## src/rtl/pgw_pkg.sv

```systemverilog
package pgw_pkg;
  localparam int unsigned BYTE_W = 8;

  typedef enum logic [2:0] {
    EV_START = 3'd0,
    EV_LOAD  = 3'd1,
    EV_WRITE = 3'd2,
    EV_READ  = 3'd3,
    EV_STOP  = 3'd4
  } ev_kind_e;
endpackage

```

## src/rtl/pgw_addr_ctr.sv

```systemverilog
module pgw_addr_ctr #(
  parameter int unsigned ADDR_W = 8,
  parameter int unsigned PAGE_W = 3
) (
  input  logic              clk,
  input  logic              rst_n,
  input  logic              load_en,
  input  logic [ADDR_W-1:0] load_val,
  input  logic              wr_step,
  input  logic              rd_step,
  output logic [ADDR_W-1:0] addr
);
  localparam int unsigned ROW_W = ADDR_W - PAGE_W;

  logic [ROW_W-1:0]  row_q;
  logic [PAGE_W-1:0] col_q;
  assign row_q = addr[ADDR_W-1:PAGE_W];
  assign col_q = addr[PAGE_W-1:0];

  always_ff @(posedge clk or negedge rst_n) begin
    if (!rst_n) begin
      addr <= '0;
    end else if (load_en) begin
      addr <= load_val;
    end else if (wr_step) begin
      addr <= {row_q, PAGE_W'(col_q + 1'b1)};
    end else if (rd_step) begin
      addr <= ADDR_W'(addr + 1'b1);
    end
  end

  // a write step keeps the page row
  assert_row_held_R2: assert property (@(posedge clk) disable iff (!rst_n)
    (wr_step && !load_en) |=> (addr[ADDR_W-1:PAGE_W] == $past(addr[ADDR_W-1:PAGE_W])));

  // a read step advances the whole address, wrapping at the top
  assert_read_step_R8: assert property (@(posedge clk) disable iff (!rst_n)
    (rd_step && !load_en && !wr_step) |=> (addr == ADDR_W'($past(addr) + 1'b1)));
endmodule

```

## src/rtl/pgw_page_buf.sv

```systemverilog
module pgw_page_buf #(
  parameter int unsigned ADDR_W = 8,
  parameter int unsigned PAGE_W = 3
) (
  input  logic                                  clk,
  input  logic                                  rst_n,
  input  logic                                  wr_en,
  input  logic [ADDR_W-1:0]                     wr_addr,
  input  logic [pgw_pkg::BYTE_W-1:0]            wr_data,
  input  logic                                  clear,
  output logic [(1<<PAGE_W)-1:0]                mask,
  output logic [(1<<PAGE_W)-1:0][pgw_pkg::BYTE_W-1:0] data,
  output logic [ADDR_W-PAGE_W-1:0]              row
);
  localparam int unsigned PAGE  = 1 << PAGE_W;

  logic [PAGE_W-1:0] idx;
  assign idx = wr_addr[PAGE_W-1:0];

  always_ff @(posedge clk or negedge rst_n) begin
    if (!rst_n) begin
      mask <= '0;
      row  <= '0;
    end else if (clear) begin
      mask <= '0;
    end else if (wr_en) begin
      mask[idx] <= 1'b1;
      if (mask == '0) row <= wr_addr[ADDR_W-1:PAGE_W];
    end
  end

  generate
    for (genvar g = 0; g < PAGE; g++) begin : g_slot
      always_ff @(posedge clk or negedge rst_n) begin
        if (!rst_n) begin
          data[g] <= '0;
        end else if (wr_en && !clear && (idx == PAGE_W'(g))) begin
          data[g] <= wr_data;
        end
      end
    end
  endgenerate

  // clearing leaves nothing pending
  assert_clear_empties_R9: assert property (@(posedge clk) disable iff (!rst_n)
    clear |=> (mask == '0));
endmodule

```

## src/rtl/pgw_wr_timer.sv

```systemverilog
module pgw_wr_timer #(
  parameter int unsigned WR_CYCLES = 20
) (
  input  logic clk,
  input  logic rst_n,
  input  logic start,
  output logic busy,
  output logic done
);
  localparam int unsigned CNT_W = $clog2(WR_CYCLES + 1);

  logic [CNT_W-1:0] cnt;

  always_ff @(posedge clk or negedge rst_n) begin
    if (!rst_n) begin
      busy <= 1'b0;
      cnt  <= '0;
    end else if (!busy) begin
      if (start) begin
        busy <= 1'b1;
        cnt  <= CNT_W'(WR_CYCLES - 1);
      end
    end else if (cnt == '0) begin
      busy <= 1'b0;
    end else begin
      cnt <= cnt - 1'b1;
    end
  end

  assign done = busy && (cnt == '0);

  // the final count ends the busy period
  assert_done_ends_busy_R5: assert property (@(posedge clk) disable iff (!rst_n)
    done |=> !busy);
endmodule

```

## src/rtl/pgw_array.sv

```systemverilog
module pgw_array #(
  parameter int unsigned ADDR_W = 8,
  parameter int unsigned PAGE_W = 3
) (
  input  logic                                         clk,
  input  logic                                         rst_n,
  input  logic                                         commit,
  input  logic [ADDR_W-PAGE_W-1:0]                     row,
  input  logic [(1<<PAGE_W)-1:0]                       mask,
  input  logic [(1<<PAGE_W)-1:0][pgw_pkg::BYTE_W-1:0]  data,
  input  logic [ADDR_W-1:0]                            rd_addr,
  output logic [pgw_pkg::BYTE_W-1:0]                   rd_q
);
  localparam int unsigned DEPTH = 1 << ADDR_W;
  localparam int unsigned PAGE  = 1 << PAGE_W;

  logic [pgw_pkg::BYTE_W-1:0] mem [DEPTH];

  always_ff @(posedge clk or negedge rst_n) begin
    if (!rst_n) begin
      for (int w = 0; w < DEPTH; w++) mem[w] <= '0;
    end else if (commit) begin
      for (int i = 0; i < PAGE; i++) begin
        if (mask[i]) mem[{row, PAGE_W'(i)}] <= data[i];
      end
    end
  end

  assign rd_q = mem[rd_addr];
endmodule

```

## src/rtl/pgw_store.sv

```systemverilog
module pgw_store #(
  parameter int unsigned ADDR_W    = 8,
  parameter int unsigned PAGE_W    = 3,
  parameter int unsigned WR_CYCLES = 20
) (
  input  logic              clk,
  input  logic              rst_n,
  input  logic              ev_valid,
  output logic              ev_ready,
  input  logic [2:0]        ev_kind,
  input  logic [ADDR_W-1:0] ev_addr,
  input  logic [7:0]        ev_data,
  output logic              rd_valid,
  input  logic              rd_ready,
  output logic [7:0]        rd_data,
  input  logic              wp,
  output logic              busy
);
  import pgw_pkg::*;

  localparam int unsigned PAGE  = 1 << PAGE_W;
  localparam int unsigned ROW_W = ADDR_W - PAGE_W;

  ev_kind_e                  kind;
  logic                      fire, is_start, is_load, is_write, is_read, is_stop;
  logic [ADDR_W-1:0]         addr;
  logic [PAGE-1:0]           pend_mask;
  logic [PAGE-1:0][BYTE_W-1:0] pend_data;
  logic [ROW_W-1:0]          pend_row;
  logic                      buf_clear, go_commit, done;
  logic [BYTE_W-1:0]         rd_q;

  assign kind     = ev_kind_e'(ev_kind);
  assign ev_ready = !busy && !rd_valid;
  assign fire     = ev_valid && ev_ready;
  assign is_start = fire && (kind == EV_START);
  assign is_load  = fire && (kind == EV_LOAD);
  assign is_write = fire && (kind == EV_WRITE);
  assign is_read  = fire && (kind == EV_READ);
  assign is_stop  = fire && (kind == EV_STOP);

  assign go_commit = is_stop && !wp && (pend_mask != '0);
  assign buf_clear = is_start || (is_stop && !go_commit) || done;

  pgw_addr_ctr #(.ADDR_W(ADDR_W), .PAGE_W(PAGE_W)) u_addr (
    .clk(clk), .rst_n(rst_n), .load_en(is_load), .load_val(ev_addr),
    .wr_step(is_write), .rd_step(is_read), .addr(addr)
  );

  pgw_page_buf #(.ADDR_W(ADDR_W), .PAGE_W(PAGE_W)) u_buf (
    .clk(clk), .rst_n(rst_n), .wr_en(is_write), .wr_addr(addr),
    .wr_data(ev_data), .clear(buf_clear), .mask(pend_mask),
    .data(pend_data), .row(pend_row)
  );

  pgw_wr_timer #(.WR_CYCLES(WR_CYCLES)) u_timer (
    .clk(clk), .rst_n(rst_n), .start(go_commit), .busy(busy), .done(done)
  );

  pgw_array #(.ADDR_W(ADDR_W), .PAGE_W(PAGE_W)) u_array (
    .clk(clk), .rst_n(rst_n), .commit(done), .row(pend_row),
    .mask(pend_mask), .data(pend_data), .rd_addr(addr), .rd_q(rd_q)
  );

  always_ff @(posedge clk or negedge rst_n) begin
    if (!rst_n) begin
      rd_valid <= 1'b0;
      rd_data  <= '0;
    end else if (is_read) begin
      rd_valid <= 1'b1;
      rd_data  <= rd_q;
    end else if (rd_ready) begin
      rd_valid <= 1'b0;
    end
  end

  // a busy period only follows a stop taken with protect low
  assert_protect_no_busy_R6: assert property (@(posedge clk) disable iff (!rst_n)
    $rose(busy) |-> !$past(wp));

  // a stalled read byte holds still
  assert_rd_hold_R10: assert property (@(posedge clk) disable iff (!rst_n)
    (rd_valid && !rd_ready) |=> (rd_valid && $stable(rd_data)));

  // the buffer stays intact for the whole busy period
  assert_pending_held_R5: assert property (@(posedge clk) disable iff (!rst_n)
    (busy && !done) |=> $stable(pend_mask));
endmodule

```

## config.mk

```make
export PLATFORM = sky130hd
export DESIGN_NAME = pgw_store
export DESIGN_NICKNAME = d
export VERILOG_FILES = /design/src/rtl/pgw_pkg.sv /design/src/rtl/pgw_addr_ctr.sv /design/src/rtl/pgw_page_buf.sv /design/src/rtl/pgw_wr_timer.sv /design/src/rtl/pgw_array.sv /design/src/rtl/pgw_store.sv
export SDC_FILE = /design/constraint.sdc
export NUM_CORES = 2
export LEC_CHECK = 0
export ABC_CLOCK_PERIOD_IN_PS = 7500
export BUFFER_PORTS_ARGS = -buffer_cell sky130_fd_sc_hd__buf_4
export CORE_MARGIN = 4
export CORE_UTILIZATION = 38
export CTS_BUF_LIST = sky130_fd_sc_hd__clkbuf_4 sky130_fd_sc_hd__clkbuf_8
export CTS_CLUSTER_DIAMETER = 40
export CTS_CLUSTER_SIZE = 28
export DETAILED_ROUTE_END_ITERATION = 16
export PLACE_DENSITY = 0.54
export SLEW_MARGIN = 20
export SYNTH_ARGS = -nofsm -noshare
export SYNTH_HDL_FRONTEND = slang
export SYNTH_SLANG_ARGS = --single-unit
```

## constraint.sdc

```tcl
create_clock -name clk -period 7.5 [get_ports clk]
set_input_delay 1.5 -clock clk [delete_from_list [all_inputs] [get_ports clk]]
set_output_delay 1.5 -clock clk [all_outputs]
set_load 0.02 [all_outputs]
```

==> out/results.tsv <==
stage	metric	value	unit
logic_synthesis	library cell with the highest instance count after synthesis	mux2_2	
placement	area after detailed placement	102000	um2
critical_path	Crit Path Class	register to register	
placement	port buffer count	34	
die	vertical extent of the die	516	um
cts	hold-fix buffers at CTS	0	
die	Top Ports	35	
grt	number of antenna violations at the first check in global routing	83	
timing	Worst Setup Slack, final	2.45	ns
logic_synthesis	Top FF cell, synth	dfrtp_1	
grt	first-pass GRT wire length	635000	um
cts	clock sink count	2148	
cts	TritonCTS clock tree	yes	
critical_path	startpoint class of the critical path	register	
logic_synthesis	cell area after synthesis	98100	um2
grt	overall fraction of global-route tracks in use	0.346	
detailed_routing	count of nets left with antenna violations after detail routing	0	
cts	Skew-Pair Late Insertion Delay	1.18	ns
timing	setup repair after global routing missed its margin	no	
cts	clock transition at the registers of the reported paths	0.08	ns
detailed_routing	final routed wire length divided by cell count	42.2	um
logic_synthesis	post-synthesis sequential area ratio	0.548	
critical_path	top fanout value on the critical path	50	
cts	setup repair bufs after CTS	0	
logic_synthesis	synth warn	0	
grt	Remaining Overflow, GRT	0	
final_layout	fraction of layout instances using a drive strength above 1	0.440	
die	initial core utilization	0.382	
die	overall die area	266000	um2
critical_path	critical path endpoint category	register	
placement	final HPWL from detailed placement	267000	um
logic_synthesis	share of synthesized flip-flops with an asynchronous set or reset	1.00	
logic_synthesis	leading area contributor after synthesis	dfrtp_1	
final_layout	final cell count without fillers	11100	
cts	clock root buffer	clkbuf_8	
grt	via count of the first global-routing pass	72200	
timing	accumulated negative setup slack	0	ns
logic_synthesis	Yosys cell types	91	
timing	Slew @ Worst Pin	1.34	ns
placement	count of placed standard cells including taps	10300	
timing	final hold violation count	0	
logic_synthesis	cell types with the largest area share after synthesis	dfrtp_1 (55%), mux2_2 (26%), mux2i_1 (2.7%)	
pwr	highest ir drop seen on vdd	296	uV
cts	number of gates given a new drive strength after cts	0	
cts	CTS buffer count	386	
logic_synthesis	top cells by instance count after synthesis	mux2_2 (2243), dfrtp_1 (2148), nand2_1 (450), clkbuf_1 (295), mux2i_1 (260)	
flow_run	maximum capacitance violations	0	
timing	post-route clock skew	0.121	ns
timing	fin. max-slew vios	0	
detailed_routing	DRC violations left	0	
run_status	status	complete, no violations	
logic_synthesis	register bit count reported by yosys	2148	
timing	tightest hold margin	0.376	ns
timing	total setup violations reported at the end of the flow	0	
die	DIE WIDTH	516	um
logic_synthesis	number of enable flip-flop cells after synthesis	0	
timing	Final Cycle Share	0.673	
logic_synthesis	Synth Net Count	7279	
final_layout	final-stage net count	7353	
die	number of placement rows	186	
worst_hold_path	class of the tightest hold or removal check	input pin to asynchronous set/reset pin	
detailed_routing	post-DR vias/cell	6.76	
timing	Slew headroom	0.103	
pwr	Power per Cell Area	351	nW/um2
timing	min Tclk post-route	5.05	ns
logic_synthesis	Avg Synthesized Cell Area	13.5	um2
die	Core Footprint	257000	um2
final_layout	area growth from synthesis to layout	13.5	%
cts	clock tree buffer depth	4	
final_layout	post-route standard cell area excluding fillers	111000	um2
detailed_routing	1st-iter DRT viols	11400	
grt	maximum number of pins on one net before global-route repair	163	
logic_synthesis	number of cells produced by synthesis	7247	
pwr	Leakage Power	53.9	nW
cts	CTS HTree Levels	5	
detailed_routing	Via Count	75300	
critical_path	arrival time reported for the critical path endpoint	6.10	ns
detailed_routing	detailed-router iteration count before antenna repair	6	
critical_path	critical path data required time	8.55	ns
detailed_routing	Detailed Route WL	470000	um
placement	final weighted congestion in routability-driven placement	0.918	
timing	highest clock rate	198	MHz
logic_synthesis	top-area cell type share of the netlist area	0.548	
placement	Post-Place Worst Slack	2.75	ns
[worst paths after layout]
kind / start / to / slack, ns / cells past startpoint
worst max-delay path: u_addr.addr[1] / rd_data[7] / 2.45 / 9
worst max register to register: u_addr.addr[1] / rd_data[7] / 2.45 / 9
worst min-delay path: rst_n / u_array.mem[1799] / 0.38 / 1
min in group clk: u_array.mem[491] / u_array.mem[491] / 0.50 / 1
worst min register to register: u_array.mem[491] / u_array.mem[491] / 0.50 / 1
max in group asynchronous: rst_n / u_array.mem[1010] / 5.01 / 3
[where the power goes]
| part | switching (mW) | internal, mW |
|---|---|---|
| clock | 5.74 | 7.40 |
| sequential | 1.96 | 11.8 |
| combinational | 10.0 | 2.10 |
| total | 17.7 | 21.3 |
[worst max-delay path, stage by stage (launching register included)]
cell      delay (ns)
dfrtp_4         0.78
buf_4           0.47
and2b_4         0.58
buf_12          0.49
a221oi_1        0.20
o211a_1         0.24
a311oi_1        0.85
a311oi_1        0.21
or4_1           0.73
o211ai_1        0.14
[state kept, by name (all words and copies together) (netlist names)]
register / count
u_buf.data: 64
rd_valid: 1
u_addr.addr: 8
u_timer.busy: 1
u_array.mem: 2048
u_buf.mask: 8
rd_data: 8
u_buf.row: 5
u_timer.cnt: 5
[per-stage QoR]
stage,power [mW],util
2_1_floorplan,17.2,-
3_3_place_gp,25.3,0.397
3_5_place_dp,25.3,0.397
4_1_cts,38.2,0.432
5_1_grt,39.0,0.432
6_report,39.1,0.433
[final cells by class]
cell class / instances / area [um2]
Timing Repair Buffer: 235 / 2120
Inverter: 13 / 58.8
Multi-Input combinational cell: 4537 / 41600
Sequential cell: 2148 / 54000
Tap cell: 3384 / 4230
Antenna cell: 126 / 315
Clock buffer: 457 / 6160
Fill cell: 23700 / 146000
Clock inverter: 236 / 2900
[layer usage]
layer	global-route usage	part of all wire
met1	0.452	0.38
met2	0.496	0.43
met3	0.101	0.12
met4	0.230	0.071
met5	0.000901	0.000070
[cells in the final DEF, fill, tap and decap left out, types with 162 or more instances in the layout]
cell type  netlist  final
a22oi_1        173    173
clkbuf_8         0    437
nand2_1        450    449
a221oi_1       162    162
dfrtp_1       2148   2071
a21oi_1        210    210
mux2i_1        260    260
buf_4           44    206
mux2_2        2243   2243
[logic make-up (layout without fill, tap and decap cells)]
kind of cell    count (synthesis)  after routing  synth area share
mux                          2571           2571             0.297
other cells                     0            126                 0
flops                        2148           2148             0.548
fa+ha+maj                       8              8           0.00102
simple gates                  777            777            0.0355
xor+xnor                        3              3          0.000268
compound gates               1178           1178            0.0890
buf+inv                       562            941            0.0293
Power figures use the tool's default switching activity.
